[src/rtl/dma_prio_arbiter.sv]
module dma_prio_arbiter #(
  parameter int CH_A = 7,
  parameter int CH_B = 5,
  parameter int LW   = 2,
  localparam int IW  = (CH_A > CH_B) ? $clog2(CH_A) : $clog2(CH_B)
) (
  input  logic               clk,
  input  logic               rst_n,
  input  logic [CH_A-1:0]    a_req,
  input  logic [CH_A-1:0]    a_en,
  input  logic [CH_A*LW-1:0] a_prio,
  input  logic [CH_B-1:0]    b_req,
  input  logic [CH_B-1:0]    b_en,
  input  logic [CH_B*LW-1:0] b_prio,
  input  logic               beat_done,
  output logic [CH_A-1:0]    grant_a,
  output logic [CH_B-1:0]    grant_b,
  output logic               grant_valid,
  output logic               grant_ctrl,
  output logic [IW-1:0]      grant_idx
);

  logic          a_hit, b_hit;
  logic [LW-1:0] a_lvl, b_lvl;
  logic [IW-1:0] a_win, b_win;

  always_comb begin
    a_hit = 1'b0;
    a_lvl = '0;
    a_win = '0;
    for (int i = 0; i < CH_A; i++) begin
      if (a_req[i] && a_en[i] && (!a_hit || a_prio[i*LW +: LW] > a_lvl)) begin
        a_hit = 1'b1;
        a_lvl = a_prio[i*LW +: LW];
        a_win = IW'(i);
      end
    end
  end

  always_comb begin
    b_hit = 1'b0;
    b_lvl = '0;
    b_win = '0;
    for (int i = 0; i < CH_B; i++) begin
      if (b_req[i] && b_en[i] && (!b_hit || b_prio[i*LW +: LW] > b_lvl)) begin
        b_hit = 1'b1;
        b_lvl = b_prio[i*LW +: LW];
        b_win = IW'(i);
      end
    end
  end

  always_ff @(posedge clk) begin
    if (!rst_n) begin
      grant_valid <= 1'b0;
      grant_a     <= '0;
      grant_b     <= '0;
      grant_ctrl  <= 1'b0;
      grant_idx   <= '0;
    end else if (!grant_valid) begin
      if (a_hit) begin
        grant_valid <= 1'b1;
        grant_a     <= {{(CH_A-1){1'b0}}, 1'b1} << a_win;
        grant_b     <= '0;
        grant_ctrl  <= 1'b0;
        grant_idx   <= a_win;
      end else if (b_hit) begin
        grant_valid <= 1'b1;
        grant_a     <= '0;
        grant_b     <= {{(CH_B-1){1'b0}}, 1'b1} << b_win;
        grant_ctrl  <= 1'b1;
        grant_idx   <= b_win;
      end
    end else if (beat_done) begin
      grant_valid <= 1'b0;
      grant_a     <= '0;
      grant_b     <= '0;
      grant_ctrl  <= 1'b0;
      grant_idx   <= '0;
    end
  end

endmodule

[config.mk]
export PLATFORM = sky130hd
export DESIGN_NAME = dma_prio_arbiter
export DESIGN_NICKNAME = d
export VERILOG_FILES = /design/src/rtl/dma_prio_arbiter.sv
export SDC_FILE = /design/constraint.sdc
export NUM_CORES = 1
export LEC_CHECK = 0
export BUFFER_PORTS_ARGS = -buffer_cell sky130_fd_sc_hd__buf_2
export CAP_MARGIN = 5
export CORE_AREA = 2 2 60 62
export DETAILED_ROUTE_END_ITERATION = 6
export DIE_AREA = 0 0 62 64
export PLACE_DENSITY = 0.84
export SYNTH_ARGS = -nofsm -noshare
export SYNTH_HDL_FRONTEND = slang
export SYNTH_SLANG_ARGS = --single-unit
[constraint.sdc]
create_clock -name clk -period 21 [get_ports clk]
set_input_delay 2.1 -clock clk [delete_from_list [all_inputs] [get_ports clk]]
set_output_delay 2.1 -clock clk [all_outputs]
set_load 0.005 [all_outputs]
Word level (Yosys, flattened, before mapping)
Cells that the tools add are included.
Widths: inputs -> output; s select.
{"block": "word_totals", "input_bits": 51, "ff_bits": 17, "elab_cells": 114, "output_inout_bits": 17}
{"block": "classes", "magnitude_cmp": 10, "eq_ne": 1, "n_reduce_logical": 44, "n_shift": 2, "muxes": 52}
{"op": "$mux 3", "count": 12}
{"op": "$mux 7", "count": 4}
{"op": "$logic_and 1x1->1", "count": 22}
{"op": "$mux 1", "count": 22}
{"op": "$gt 2x2->1", "count": 10}
{"op": "$mux 2", "count": 10}
{"op": "$mux 5", "count": 4}
{"op": "$logic_not 1->1", "count": 10}
{"op": "$logic_or 1x1->1", "count": 10}
{"op": "$shl 1x3->7 const A", "count": 1}
{"op": "$shl 1x3->5 const A", "count": 1}
{"op": "$reduce_bool 3->1", "count": 1}
{"op": "$ne 2x2->1 const B", "count": 1}
{"op": "$reduce_and 2->1", "count": 1}

Logic depth before layout (Yosys ltp)
{"block": "depth", "depth_word": 29, "ltp_mapped": 41, "ltp_nobuf": 40}

Worst setup path after synthesis
Ideal clock, no wire load.
{"block": "synth_path", "path_type": "in2reg", "startpoint": "input port a_prio[1]", "endpoint": "register grant_a[0]", "arrival_ps": 9190, "t_required_ps": 20940, "path_stages": 40, "n_path_buf": 1, "setup_time_ps": 60, "setup_slack_ps": 11750, "path_cell_list": "and3_1 -> inv_1 -> ha_1 -> nor2b_1 -> o2111a_1 -> nor2_1 -> o21ai_0 -> ha_1 -> or3b_2 -> a21oi_1 -> and2_1 -> a41oi_1 -> o21a_1 -> ha_1 -> or3b_2 -> and2b_1 -> nor2_1 -> a31oi_1 -> [... 4 more ...] -> o311a_2 -> a22oi_1 -> a32oi_1 -> ha_1 -> nand2_1 -> o21ai_0 -> a21oi_2 -> buf_6 -> nor2_1 -> a32o_1 -> a31oi_1 -> ha_1 -> nor2b_1 -> a2bb2oi_1 -> a311oi_1 -> nand2_1 -> a211oi_2 -> a32o_1"}
{"block": "synth_via", "elab_chain_len": 28, "word_cells_on_any_way": 46, "cone_classes": "6 x order compare; 1 x shift; 20 x mux; 19 x reduce/logical"}
{"item": "start, declared", "line": "11", "text": "input logic [CH_A*LW-1:0] a_prio,"}
{"item": "$mux 2 (*)", "line": "32", "text": "if (a_req[i] && a_en[i] && (!a_hit || a_prio[i*LW +: LW] > a_lvl)) begin"}
{"item": "$gt 2x2->1", "line": "32"}
{"item": "$logic_or 1x1->1", "line": "32"}
{"item": "$logic_and 1x1->1", "line": "32"}
{"item": "$mux 2 / $mux 1 (equally long branches)", "line": "32"}
{"item": "$gt 2x2->1 / $logic_not 1->1 (equally long branches)", "line": "32"}
{"item": "$logic_or 1x1->1", "line": "32"}
{"item": "$logic_and 1x1->1", "line": "32"}
{"item": "[... 12 more ...]"}
{"item": "$mux 2 / $mux 1 (equally long branches)", "line": "32"}
{"item": "$gt 2x2->1 / $logic_not 1->1 (equally long branches)", "line": "32"}
{"item": "$logic_or 1x1->1", "line": "32"}
{"item": "$logic_and 1x1->1", "line": "32"}
{"item": "$mux 3", "line": "32"}
{"item": "$shl 1x3->7", "line": "63", "text": "grant_a <= {{(CH_A-1){1'b0}}, 1'b1} << a_win;"}
{"item": "$mux 7", "line": "61", "text": "if (a_hit) begin"}
{"item": "$mux 7", "line": "60", "text": "end else if (!grant_valid) begin"}
{"item": "end signal, assigned", "line": "63"}
{"item": "end, declared", "line": "16", "text": "output logic [CH_A-1:0] grant_a,"}
Every way passes the cells marked *; elsewhere a longest branch is shown, timed or not.
A chain may end at the register's enable or synchronous reset.

Final worst setup path
{"block": "layout_path", "startpoint": "input port a_req[0]", "endpoint": "register grant_a[0]"}
{"block": "layout_via", "elab_chain_len": 29, "word_cells_on_any_way": 49, "cone_classes": "6 x order compare; 1 x shift; 21 x mux; 21 x reduce/logical"}
{"item": "start, declared", "line": "9", "text": "input logic [CH_A-1:0] a_req,"}
{"item": "$logic_and 1x1->1 (*)", "line": "32"}
{"item": "$mux 2 / $mux 1 (equally long branches)", "line": "32"}
{"item": "$gt 2x2->1 / $logic_not 1->1 (equally long branches)", "line": "32"}
{"item": "$logic_or 1x1->1", "line": "32"}
{"item": "$logic_and 1x1->1", "line": "32"}
{"item": "$mux 2 / $mux 1 (equally long branches)", "line": "32"}
{"item": "$gt 2x2->1 / $logic_not 1->1 (equally long branches)", "line": "32"}
{"item": "$logic_or 1x1->1", "line": "32"}
{"item": "[... 13 more ...]"}
{"item": "$mux 2 / $mux 1 (equally long branches)", "line": "32"}
{"item": "$gt 2x2->1 / $logic_not 1->1 (equally long branches)", "line": "32"}
{"item": "$logic_or 1x1->1", "line": "32"}
{"item": "$logic_and 1x1->1", "line": "32"}
{"item": "$mux 3", "line": "32"}
{"item": "$shl 1x3->7", "line": "63"}
{"item": "$mux 7", "line": "61"}
{"item": "$mux 7", "line": "60"}
Marked as above.

==> impl_metrics.ini <==
[setup_path]
endpoint_kind = flip-flop
path_class = input pin to flip-flop
reg2reg_from = grant_valid$_SDFF_PN0_
worst_setup_path_start_kind = input pin
slowest_delay_ps = 480
crit_start = a_req[0]
crit_fanout = 12
cp.required_ps = 21240
cpMostUsedCell = ha_1
critical_path.endpoint = grant_a[0]$_SDFFE_PN0P_
r2r_cells = 6
r2r-end = grant_idx[1]$_SDFFE_PN0P_
crit_buf_inv = 2
arrival_ps = 10380
reg2reg_slack_ps = 19030
path_depth = 40
critical-path-top-delay-family = compound AO/OA/AOI/OAI gates
cp_slowest_cell = or3b_2

[cts]
postCtsSetupRepairBufs = 0
clock_path_buffers = 2
cts_made_buffers = 3
cts_resized = 0
cts_sinks = 17
cts-htree-levels = 1
clkTransAtPathRegs_ps = 110
cts_root_buf = clkbuf_4
cts_hold_buffers = 0
clk_latency_ps = 290
cts_tree = done

[pwr]
powerDensity_nw_per_um2 = 46.3
finalPower_mw = 0.0965
p_leak_nw = 1.03
ir_worst_vdd_uv = 36.3

[sta]
holdWs_ps = 466
setup-tns-final_ps = 0
tightestPinTransition_ps = 862
period_needed_ps = 10140
clock_skew_ps = 4.88
rsz0062_at_grt = false
setup_viol = 0
slew_headroom = 0.425
fmax_mhz = 98.6
finalMaxSlewViolations = 0
finalCritPeriodShare = 0.483
hold_viol_final = 0
timing.final.ws_setup_ps = 10860

[hold_path]
hold_class = flip-flop to flip-flop
holdPathStages = 2

[synth]
synth_top_area_cell = dfxtp_1
synth-seq-cells = 17
synth_top_area_frac = 0.202
yosysSeqAreaShare = 0.202
async_reset_ff_frac = 0
syn_area_sq_um = 1680
synth_cell_types = 51
synth.net_count = 289
synthFlopType = dfxtp_1
yosys-top-cells-area = dfxtp_1, ha_1, nand2_1
synth_edf_count = 0
avgSynthCellArea_sq_um = 7.61
yosys_warnings = 0
synth_cells = 221

[finish]
final_nets = 358
layout-drive-gt1-share = 0.301
diodes = 0
syn_to_final_growth_pct = 23.9
final_common_cell = buf_2
mostFrequentLayoutCells = buf_2, nand2_1, nor2_1

[drt]
vias = 1900
routed_wl_microns = 4130
antenna_left = 0
dr_wl_met3_microns = 223
drt-pass1-iter-count = 4
dr.first_iter.drc_count = 113
vias_per_cell = 5.67
route.met2.wl_microns = 1880
remaining_drc_errors = 0
wl_per_cell_microns = 12.3
top_layer_used = met4
wl_met1_microns = 2000

[grt]
grt_max_degree = 13
grt_pass1_vias = 1669
grt_antenna_before_repair = 0
grt_pass1_wl_microns = 6660
overflow = 0
track_usage = 0.209

[die]
die_w_microns = 62
coreArea_sq_um = 3280
io_pins = 68
initial_utilization = 0.512
dieArea_sq_um = 3970
fp.dieH_microns = 64
num_rows = 21

[flow_run]
cap_violations = 0

[placed_design]
dpl.hpwl_microns = 3500
post-place-ws_ps = 10650
port_buffers = 67
gp_congestion = 0.857

[status]
status = finished, final reports clean
[power by group]
part	internal (mW)	leakage [nW]	total, mW	switching (mW)
clock network	0.00723	0.0139	0.0177	0.0105
registers	0.0339	0.138	0.0350	0.00104
logic	0.0201	0.883	0.0439	0.0238
[state kept, by name, indices dropped and copies added, names as in the netlist]
name,count
grant_valid,1
grant_ctrl,1
grant_idx,3
grant_a,7
grant_b,5
[logic make-up after synthesis]
| family | Yosys count | synth area share |
|---|---|---|
| simple gates | 81 | 0.232 |
| fa+ha+maj | 17 | 0.126 |
| flops | 17 | 0.202 |
| compound gates | 82 | 0.360 |
| mux | 5 | 0.0320 |
| buf+inv | 19 | 0.0476 |
[area by class of cell]
| type | count | area (sq um) |
|---|---|---|
| multi-input cells | 185 | 1260 |
| inverters | 16 | 60.1 |
| clock buffers | 3 | 22.5 |
| well taps | 46 | 57.6 |
| clock inverters | 1 | 7.51 |
| flip-flops and latches | 17 | 340 |
| fillers | 312 | 1200 |
| repair buffers | 67 | 335 |
[routing by layer]
metal | GRT usage | vias up
met5 | 0 | -
li1 | - | 976
met2 | 0.344 | 54
met1 | 0.281 | 866
met3 | 0.0466 | 4
met4 | 0.0266 | 0
[cells in the mapped netlist (all sizes together), types with 2 or more instances]
| master | count |
|---|---|
| and3 | 5 |
| mux2 | 3 |
| o21ai | 10 |
| nor2 | 18 |
| a21oi | 17 |
| ha | 17 |
| a311oi | 2 |
| buf | 2 |
| nand3 | 5 |
| and2 | 5 |
| nand2 | 28 |
| o21ba | 3 |
| a22oi | 7 |
| nor3 | 3 |
| o211ai | 2 |
| mux2i | 2 |
| inv | 16 |
| a32o | 3 |
| a32oi | 2 |
| or3b | 2 |
| a31o | 2 |
| a22o | 3 |
| a2bb2oi | 3 |
| dfxtp | 17 |
| a222oi | 2 |
| a31oi | 6 |
| o21a | 4 |
| o21bai | 2 |
| nor2b | 9 |
| a211oi | 4 |
| a211o | 2 |
[stage by stage]
step,std cells,instance area (sq um),util
3_5_place_dp,331,2060,0.626
2_1_floorplan,221,1680,-
4_1_cts,335,2090,0.635
6_report,335,2090,0.635
5_1_grt,335,2090,0.635
3_3_place_gp,331,2060,0.626
[worst register-to-register path: stages, from the launching register on]
cell	delay, ps
dfxtp_1	370
a21oi_1	160
nand4_1	190
o21bai_1	720
and2_1	260
nor3_1	60
a21oi_1	160
[worst min-delay path by stage]
| stage | startpoint | to | slack [ps] |
|---|---|---|---|
| detailed placement | grant_b[1]$_SDFFE_PN0P_ | grant_b[1]$_SDFFE_PN0P_ | 460 |
| finish | grant_b[1]$_SDFFE_PN0P_ | grant_b[1]$_SDFFE_PN0P_ | 470 |
| global placement | grant_b[1]$_SDFFE_PN0P_ | grant_b[1]$_SDFFE_PN0P_ | 450 |
| floorplan | grant_b[1]$_SDFFE_PN0P_ | grant_b[1]$_SDFFE_PN0P_ | 450 |
| CTS | grant_b[1]$_SDFFE_PN0P_ | grant_b[1]$_SDFFE_PN0P_ | 470 |
| global route | grant_ctrl$_SDFFE_PN0P_ | grant_ctrl$_SDFFE_PN0P_ | 520 |
Note: power is estimated with default switching activity, not from simulation.
